File: src/rtl/uart_echo_pkg.sv
package uart_echo_pkg;
  typedef enum logic [1:0] {PH_IDLE, PH_START, PH_DATA, PH_STOP} phase_e;
  localparam int TICKS_PER_BIT = 16;
  localparam int HALF_TICKS    = TICKS_PER_BIT / 2;
  localparam int DATA_BITS     = 8;
  localparam int TCW           = $clog2(TICKS_PER_BIT);
  localparam int BCW           = $clog2(DATA_BITS);
endpackage

File: src/rtl/baud_tick.sv
module baud_tick #(
  parameter int CLK_DIV = 1628
) (
  input  logic clk,
  input  logic rst_n,
  output logic tick
);
  localparam int CW = (CLK_DIV > 1) ? $clog2(CLK_DIV) : 1;
  logic [CW-1:0] cnt;

  always_ff @(posedge clk) begin
    if (!rst_n) begin
      cnt  <= '0;
      tick <= 1'b0;
    end else if (cnt == CW'(CLK_DIV - 1)) begin
      cnt  <= '0;
      tick <= 1'b1;
    end else begin
      cnt  <= cnt + 1'b1;
      tick <= 1'b0;
    end
  end

  generate
    if (CLK_DIV > 1) begin : g_spacing

      tick_spacing_chk: assert property (@(posedge clk) disable iff (!rst_n)
        tick |=> !tick);
    end
  endgenerate
endmodule

File: src/rtl/uart_rx_frame.sv
module uart_rx_frame
  import uart_echo_pkg::*;
(
  input  logic                 clk,
  input  logic                 rst_n,
  input  logic                 tick,
  input  logic                 rx_i,
  output logic                 out_vld,
  output logic [DATA_BITS-1:0] out_data,
  output logic                 frame_err
);
  logic s1, s2, s3;
  phase_e ph;
  logic [TCW-1:0] tcnt;
  logic [BCW-1:0] bcnt;
  logic [DATA_BITS-1:0] sh;
  logic fall;

  always_ff @(posedge clk) begin
    if (!rst_n) begin
      s1 <= 1'b1; s2 <= 1'b1; s3 <= 1'b1;
    end else begin
      s1 <= rx_i; s2 <= s1; s3 <= s2;
    end
  end

  assign fall = s3 & ~s2;

  always_ff @(posedge clk) begin
    if (!rst_n) begin
      ph        <= PH_IDLE;
      tcnt      <= '0;
      bcnt      <= '0;
      sh        <= '0;
      out_vld   <= 1'b0;
      frame_err <= 1'b0;
    end else begin
      out_vld   <= 1'b0;
      frame_err <= 1'b0;
      case (ph)
        PH_IDLE: if (fall) begin
          ph   <= PH_START;
          tcnt <= '0;
        end
        PH_START: if (tick) begin
          if (tcnt == TCW'(HALF_TICKS - 1)) begin
            tcnt <= '0;
            bcnt <= '0;
            ph   <= s2 ? PH_IDLE : PH_DATA;
          end else tcnt <= tcnt + 1'b1;
        end
        PH_DATA: if (tick) begin
          if (tcnt == TCW'(TICKS_PER_BIT - 1)) begin
            sh   <= {s2, sh[DATA_BITS-1:1]};
            tcnt <= '0;
            if (bcnt == BCW'(DATA_BITS - 1)) ph <= PH_STOP;
            else bcnt <= bcnt + 1'b1;
          end else tcnt <= tcnt + 1'b1;
        end
        default: if (tick) begin
          if (tcnt == TCW'(TICKS_PER_BIT - 1)) begin
            tcnt <= '0;
            ph   <= PH_IDLE;
            if (s2) out_vld <= 1'b1;
            else    frame_err <= 1'b1;
          end else tcnt <= tcnt + 1'b1;
        end
      endcase
    end
  end

  assign out_data = sh;


  rx_pulse_chk: assert property (@(posedge clk) disable iff (!rst_n)
    out_vld |=> !out_vld);

  rx_rearm_chk: assert property (@(posedge clk) disable iff (!rst_n)
    out_vld |-> ph == PH_IDLE);

  rx_err_excl_chk: assert property (@(posedge clk) disable iff (!rst_n)
    frame_err |-> !out_vld);
endmodule

File: src/rtl/uart_tx_frame.sv
module uart_tx_frame
  import uart_echo_pkg::*;
(
  input  logic                 clk,
  input  logic                 rst_n,
  input  logic                 tick,
  input  logic                 in_vld,
  input  logic [DATA_BITS-1:0] in_data,
  output logic                 in_rdy,
  output logic                 tx_o
);
  phase_e ph;
  logic [TCW-1:0] tcnt;
  logic [BCW-1:0] bcnt;
  logic [DATA_BITS-1:0] sh;
  logic pend_vld;
  logic [DATA_BITS-1:0] pend_data;
  logic launch;

  assign launch = tick && pend_vld &&
                  ((ph == PH_IDLE) ||
                   (ph == PH_STOP && tcnt >= TCW'(HALF_TICKS - 1)));
  assign in_rdy = !pend_vld || launch;

  always_ff @(posedge clk) begin
    if (!rst_n) begin
      pend_vld  <= 1'b0;
      pend_data <= '0;
    end else begin
      if (launch) pend_vld <= 1'b0;
      if (in_vld && in_rdy) begin
        pend_vld  <= 1'b1;
        pend_data <= in_data;
      end
    end
  end

  always_ff @(posedge clk) begin
    if (!rst_n) begin
      ph   <= PH_IDLE;
      tcnt <= '0;
      bcnt <= '0;
      sh   <= '0;
    end else if (launch) begin
      ph   <= PH_START;
      tcnt <= '0;
      sh   <= pend_data;
    end else if (tick) begin
      case (ph)
        PH_START: begin
          if (tcnt == TCW'(TICKS_PER_BIT - 1)) begin
            ph   <= PH_DATA;
            tcnt <= '0;
            bcnt <= '0;
          end else tcnt <= tcnt + 1'b1;
        end
        PH_DATA: begin
          if (tcnt == TCW'(TICKS_PER_BIT - 1)) begin
            sh   <= sh >> 1;
            tcnt <= '0;
            if (bcnt == BCW'(DATA_BITS - 1)) ph <= PH_STOP;
            else bcnt <= bcnt + 1'b1;
          end else tcnt <= tcnt + 1'b1;
        end
        PH_STOP: begin
          if (tcnt == TCW'(TICKS_PER_BIT - 1)) begin
            ph   <= PH_IDLE;
            tcnt <= '0;
          end else tcnt <= tcnt + 1'b1;
        end
        default: ;
      endcase
    end
  end

  always_comb begin
    case (ph)
      PH_START: tx_o = 1'b0;
      PH_DATA:  tx_o = sh[0];
      default:  tx_o = 1'b1;
    endcase
  end

  // checker state: ticks seen while the line is high, saturating
  logic [4:0] hi_ticks;
  always_ff @(posedge clk) begin
    if (!rst_n) hi_ticks <= 5'd16;
    else if (!tx_o) hi_ticks <= '0;
    else if (tick && hi_ticks != 5'd31) hi_ticks <= hi_ticks + 1'b1;
  end


  stop_min_chk: assert property (@(posedge clk) disable iff (!rst_n)
    $fell(tx_o) |-> hi_ticks >= 5'(HALF_TICKS));

  hold_fill_chk: assert property (@(posedge clk) disable iff (!rst_n)
    (in_vld && in_rdy) |=> pend_vld);
endmodule

File: src/rtl/uart_echo.sv
module uart_echo
  import uart_echo_pkg::*;
#(
  parameter int CLK_DIV = 1628
) (
  input  logic clk,
  input  logic rst_n,
  input  logic rx_i,
  output logic tx_o,
  output logic frame_err_o,
  output logic overrun_o
);
  logic tick;
  logic rx_vld, tx_rdy;
  logic [DATA_BITS-1:0] rx_data;

  baud_tick #(.CLK_DIV(CLK_DIV)) u_tick (
    .clk(clk), .rst_n(rst_n), .tick(tick)
  );

  uart_rx_frame u_rx (
    .clk(clk), .rst_n(rst_n), .tick(tick), .rx_i(rx_i),
    .out_vld(rx_vld), .out_data(rx_data), .frame_err(frame_err_o)
  );

  uart_tx_frame u_tx (
    .clk(clk), .rst_n(rst_n), .tick(tick),
    .in_vld(rx_vld), .in_data(rx_data), .in_rdy(tx_rdy), .tx_o(tx_o)
  );

  always_ff @(posedge clk) begin
    if (!rst_n) overrun_o <= 1'b0;
    else if (rx_vld && !tx_rdy) overrun_o <= 1'b1;
  end


  overrun_sticky_chk: assert property (@(posedge clk) disable iff (!rst_n)
    overrun_o |=> overrun_o);

  overrun_set_chk: assert property (@(posedge clk) disable iff (!rst_n)
    (rx_vld && !tx_rdy) |=> overrun_o);
endmodule

File: config.mk
export PLATFORM = sky130hd
export DESIGN_NAME = uart_echo
export DESIGN_NICKNAME = d
export VERILOG_FILES = /design/src/rtl/uart_echo_pkg.sv /design/src/rtl/baud_tick.sv /design/src/rtl/uart_rx_frame.sv /design/src/rtl/uart_tx_frame.sv /design/src/rtl/uart_echo.sv
export SDC_FILE = /design/constraint.sdc
export NUM_CORES = 1
export LEC_CHECK = 0
export CELL_PAD_IN_SITES_DETAIL_PLACEMENT = 0
export CELL_PAD_IN_SITES_GLOBAL_PLACEMENT = 1
export CORE_ASPECT_RATIO = 1.25
export CORE_MARGIN = 2
export CORE_UTILIZATION = 45
export DETAILED_ROUTE_END_ITERATION = 16
export GPL_TIMING_DRIVEN = 0
export PLACE_DENSITY_LB_ADDON = 0.3
export SYNTH_ARGS = -nofsm -noshare
export SYNTH_HDL_FRONTEND = slang
export SYNTH_SLANG_ARGS = --single-unit
File: constraint.sdc
create_clock -name clk -period 2.55 [get_ports clk]
set_clock_uncertainty 0.1 [all_clocks]
set_input_delay 0.255 -clock clk [delete_from_list [all_inputs] [get_ports clk]]
set_output_delay 0.255 -clock clk [all_outputs]
set_load 0.03 [all_outputs]
==> results of run 1 <==
[worst max-delay path, delay by kind of cell (launching register included)]
kind	cells	cell delay, ns
DFF	1	0.42
and+or+nand+nor	1	0.26
adders and majority gates	1	0.23
AOI/OAI and AO/OA	3	0.60
buffers and inverters	2	0.47
[metal layers]
metal  track usage, %  share of wire [%]
met2            28.00                 48
met3            4.570                2.9
met1            23.11                 48
met5                0                  0
met4            5.655               0.87
[placed cells by master (no fill, tap or decap), types with 3 or more instances in the layout]
cell type,netlist,layout
a21bo_2,3,3
a21oi_1,37,37
clkbuf_1,8,8
clkbuf_8,0,11
clkdlybuf4s50_1,0,4
dfxtp_1,61,61
ha_1,17,17
inv_1,11,11
mux2i_1,8,8
nand2_1,22,22
nand2b_1,7,7
nand3_1,27,27
nand4_1,5,5
nand4b_1,3,3
nor2_1,23,23
nor3_1,3,3
nor4_1,4,4
o21a_1,3,3
o21ai_0,23,23
xnor2_1,9,9
xor2_1,3,3
[power by group through the flow]
stage                     sequential [mW]  clock (mW)  combinational [mW]
after global routing                0.967        1.03              0.0680
final                               0.967       0.959              0.0588
after CTS                           0.966       0.988              0.0597
after global placement              0.988           0              0.0594
after detailed placement            0.988           0              0.0595
after floorplan                     0.987           0              0.0430
[state kept, by name, indices dropped and copies added, names as in the netlist, 2 cells and up]
name / cells
u_rx.out_data: 8
u_tx.ph: 2
u_tx.pend_data: 8
u_tx.bcnt: 3
u_tx.sh: 8
u_rx.tcnt: 4
u_tick.cnt: 11
u_tx.tcnt: 4
u_rx.ph: 2
u_rx.bcnt: 3
[path summary, 6_finish.rpt]
kind,from,to,slack [ns]
worst max-delay path,u_tx.ph[0],u_tx.sh[3],0.40
worst min-delay path,u_rx.s1,u_rx.s2,0.31
worst max register to register,u_tx.ph[0],u_tx.sh[3],0.40
worst min register to register,u_rx.s1,u_rx.s2,0.31
[stage by stage]
step	cells	instance area (um^2)	hold slack [ns]
final	427	3216	0.3101
after global routing	427	3216	0.3355
after CTS	427	3213	0.3180
after detailed placement	411	2987	0.3027
after global placement	411	2987	0.2939
after floorplan	321	2830	0.2565
[layout make-up]
cell class	count	area share, %
multi-input combinational	234	46.38
sequential	61	37.98
clock buffer	12	4.825
tap	85	3.307
buffer	14	2.296
clock inverter	4	2.179
timing repair buffer	5	1.634
inverter	12	1.401
[kinds of logic (layout without fill, tap and decap cells)]
kind of cell    Yosys count  in the layout  synth area share, %
simple gates            112            112                20.47
compound gates           85             85                18.17
flops                    61             61                43.15
buf+inv                  26             47                4.156
fa+ha+maj                17             17                7.515
xor+xnor                 12             12                3.714
mux                       8              8                2.829
[what timing repair did]
item                                    4_1_cts  5_1_grt
hold buffers                                  0        0
endpoints found under the setup margin        1        1
resized for setup                             1        1
cloned                                        0        0
==> results.toml, run 1 <==
[run_status]
status = "complete, no violations"

[worst_setup_path]
ff2ff_path_depth = 7
crit_slowest_cell = "dfxtp_1"
cp-start-kind = "flop"
path_class = "flop to flop"
cpPeakStageDelay_ns = 0.42
worst-endpoint-required_ns = 2.70
endpoint_kind = "flop"
crit_path_max_fanout = 10
path_cells = "inv_1 -> ha_1 -> a211o_1 -> nand3_1 -> clkbuf_1 -> o21ai_0 -> a21oi_1"
worst_ep_arrival_time_ns = 2.31

[min_path]
hp-class = "flop to flop"
whs_path_depth = 1

[synth]
async_reset_ff_share_pct = 0
ys.warnings.count = 0
synth.distinct_cells = 52
ys_ff_latch = 61
yosysSeqAreaShare_pct = 43.15
yosysMostFrequentCell = "dfxtp_1"
syn-instance-count = 321
avgSynthCellArea_um2 = 8.817
netlist_top_cells_count = "dfxtp_1 (61), a21oi_1 (37), nand3_1 (27)"
synth_nets = 341
synth_edf_count = 0
synth_top_area_share_pct = 43.15
synth_area_leaders = "dfxtp_1 (43%), ha_1 (7.5%), a21oi_1 (6.5%), nand3_1 (4.8%), o21ai_0 (4.1%)"
yosysTopAreaCell = "dfxtp_1"
syn-cell-area_mm2 = 0.002830
yosys_most_used_dff = "dfxtp_1"

[routing]
wirelength_um = 5542
dr.pass1.iters = 4
wl_per_cell_um = 12.98
ant_nets = 0
vias = 2304
route.detailed.drc = 0
drtIter0Drc = 100
vias_per_cell = 5.396

[power]
power_frac_comb_pct = 3.0
p_sw_mw = 0.4009
sequentialPowerShare_pct = 48.7
p_int_mw = 1.584
p_clk_share_pct = 48.3
p_total_mw = 1.984
ir_drop_mv = 0.3715
power.share.switching_pct = 20.20
p_leak_nw = 1.144
powerDensity_mw_per_mm2 = 617.1

[final_layout]
fin_nets = 357
fill_cells = 610
antenna_cells = 0
area_growth_pct = 13.62
seq_area_mm2 = 0.001221
drive_above_1_share_pct = 7.602
multi_input_area_mm2 = 0.001491
utilization_pct = 52.49

[global_route]
grt_pass1_vias = 2161
antenna_found_initial = 0
grt_max_degree = 11
grt-ovfl-total = 0
grt_usage_pct = 17.65
grt_pass1_wl_um = 9701

[placement]
hpwl_um = 3926
place_congestion = 0.8008
io_buffers = 5
dp_slack_ns = 0.3037

[floorplan]
initial_utilization_pct = 46.20
ios = 6
fp-row-count = 32
dieWidth_um = 74.94
die_h_um = 92.67
core_mm2 = 0.006126
die_area_mm2 = 0.006944

[clocking]
clock-sinks = 61
htree_levels = 3
clk_pin_slew_ns = 0.07
cts-buffers-inserted = 9
cts_root_buf = "clkbuf_8"
post-cts-setup-buffers = 0
cts_tree = "built"
worstSkewPairLatency_ns = 0.32
clockBufferDepth = 2

[timing]
finalSetupTns_ns = 0
min_period_ns = 2.153
max_slew_margin_pct = 65.25
max_freq_mhz = 464.4
worst_pin_slew_ns = 0.5202
setup_viol = 0
finalMaxSlewViolations = 0
finalCritPeriodShare_pct = 84.43
setup_ws_ns = 0.3969
grt_setup_unrepaired = "no"
finalHoldViolations = 0

[job]
maxCapViolCount = 0
(Power assumes the default switching activity.)
==> run 2, diff against run 1 <==
Settings changed: CORE_UTILIZATION 45 to 43.
Clock period 2.55 ns to 1.8 ns, I/O delays scaled along.
==> results.toml, run 2 (synthesis results as in run 1) <==
[worst_setup_path]
crit_path_max_fanout = 7
worst-endpoint-required_ns = 1.94
cp-start-kind = "flop"
path_class = "flop to flop"
endpoint_kind = "flop"
worst_ep_arrival_time_ns = 1.99

[final_layout]
antenna_cells = 0
final_cell_area_mm2 = 0.003566
final_common_cell = "dfxtp_1"
layout_common_cells = "dfxtp_1 (51), a21oi_1 (35), nand3_1 (26)"
drive_above_1_share_pct = 25.21
fin_nets = 380
area_growth_pct = 25.99
largest-register = "u_tick.cnt"
largest_register_ffs = 11
utilization_pct = 55.01
stdcell_count = 452
fill_cells = 630

[power]
power.share.switching_pct = 24.37
ir_drop_mv = 0.5338
p_clk_share_pct = 42.0
p_leak_nw = 1.291
powerDensity_mw_per_mm2 = 721.3
sequentialPowerShare_pct = 53.2
p_total_mw = 2.572
p_sw_mw = 0.6267
power_frac_comb_pct = 4.9
p_int_mw = 1.946

[clocking]
cts_tree = "built"
htree_levels = 3
clockBufferDepth = 2
cts_root_buf = "clkbuf_8"
clock-sinks = 61
cts-buffers-inserted = 9
worstSkewPairLatency_ns = 0.34
clk_pin_slew_ns = 0.07
cts_hold_buffers = 0

[routing]
wl_per_cell_um = 13.82
vias_per_cell = 5.425
route.detailed.drc = 0
ant_nets = 0
vias = 2452
wirelength_um = 6246
drtIter0Drc = 92
dr.pass1.iters = 6

[timing]
fin_hold_ws_ns = 0.3077
min_period_ns = 1.851
finalHoldViolations = 0
setup_ws_ns = -0.05102
finalMaxSlewViolations = 0
max_freq_mhz = 540.2
finalSetupTns_ns = -0.05102
worst_pin_slew_ns = 0.5651
setup_viol = 1
grt_setup_unrepaired = "yes"
max_slew_margin_pct = 62.33
finalCritPeriodShare_pct = 102.8

[floorplan]
ios = 6
core_mm2 = 0.006482
initial_utilization_pct = 43.66
die_area_mm2 = 0.007251
dieWidth_um = 76.57
fp-row-count = 33
die_h_um = 94.71

[run_status]
violations = "negative setup slack"
status = "complete, but fails checks"

[placement]
place_inst = 413
io_buffers = 5
place_area_mm2 = 0.003040
place_congestion = 0.7687
dp_slack_ns = -0.3530
hpwl_um = 3962

[global_route]
grt_pass1_wl_um = 10050
grt_max_degree = 12
antenna_found_initial = 0
grt_usage_pct = 17.31
grt_pass1_vias = 2223
grt-ovfl-total = 0

[job]
maxCapViolCount = 0

[min_path]
hp-class = "input port to flop"
==> run 2: changes by cell type in the layout (fill, tap and decap cells not counted), moves of 4 or more <==
cell	delta
buf_4	+24
clkbuf_1	-5
dfxtp_1	-10
dfxtp_2	+6
dfxtp_4	+4
ha_1	-7
ha_4	+4
==> run 2: layer usage <==
layer / part of all wire, % / vias up / global-route usage, %
met5: 0 / - / 0
met3: 2.8 / 8 / 4.015
met2: 49 / 35 / 29.06
met1: 47 / 1166 / 21.31
li1: - / 1243 / -
met4: 1.2 / 0 / 7.727
==> run 2: area by class of cell <==
type | count | area (um^2) | share of cell area [%]
plain buffers | 12 | 88.84 | 2.491
clock buffers | 10 | 137.6 | 3.860
clock inverters | 6 | 38.79 | 1.088
inverters | 12 | 47.55 | 1.333
multi-input cells | 234 | 1668 | 46.77
flip-flops and latches | 61 | 1244 | 34.88
well taps | 87 | 108.9 | 3.053
repair buffers | 30 | 232.7 | 6.526
==> run 2: worst paths after layout <==
| path | startpoint | to | slack, ns | depth (start not counted) |
|---|---|---|---|---|
| worst max-delay path | u_rx.ph[0] | u_rx.ph[1] | -0.05 | 6 |
| worst min-delay path | rx_i | u_rx.s1 | 0.31 | 2 |
| worst max register to register | u_rx.ph[0] | u_rx.ph[1] | -0.05 | 6 |
| worst min register to register | u_rx.s1 | u_rx.s2 | 0.32 | 1 |
==> run 2: repair_timing <==
item / in CTS / in global routing
buffers inserted: 9 / 15
endpoints found under the setup margin: 44 / 46
pin swaps: 8 / 8
cloned: 0 / 1
gates resized for setup: 29 / 30
==> run 2: power groups by stage <==
| stage | clock network (mW) | logic, mW | registers [mW] |
|---|---|---|---|
| floorplan | 0 | 0.0655 | 1.40 |
| global placement | 0 | 0.0899 | 1.40 |
| detailed placement | 0 | 0.0906 | 1.40 |
| CTS | 1.12 | 0.105 | 1.37 |
| global route | 1.17 | 0.137 | 1.37 |
| finish | 1.08 | 0.125 | 1.37 |
==> run 2: worst max-delay path, stage by stage (launching register included) <==
cell and delay, ns:
dfxtp_2 0.36, inv_2 0.06, ha_4 0.18, nand2b_4 0.14, a221o_1 0.37, or2_4 0.26, o41ai_2 0.27
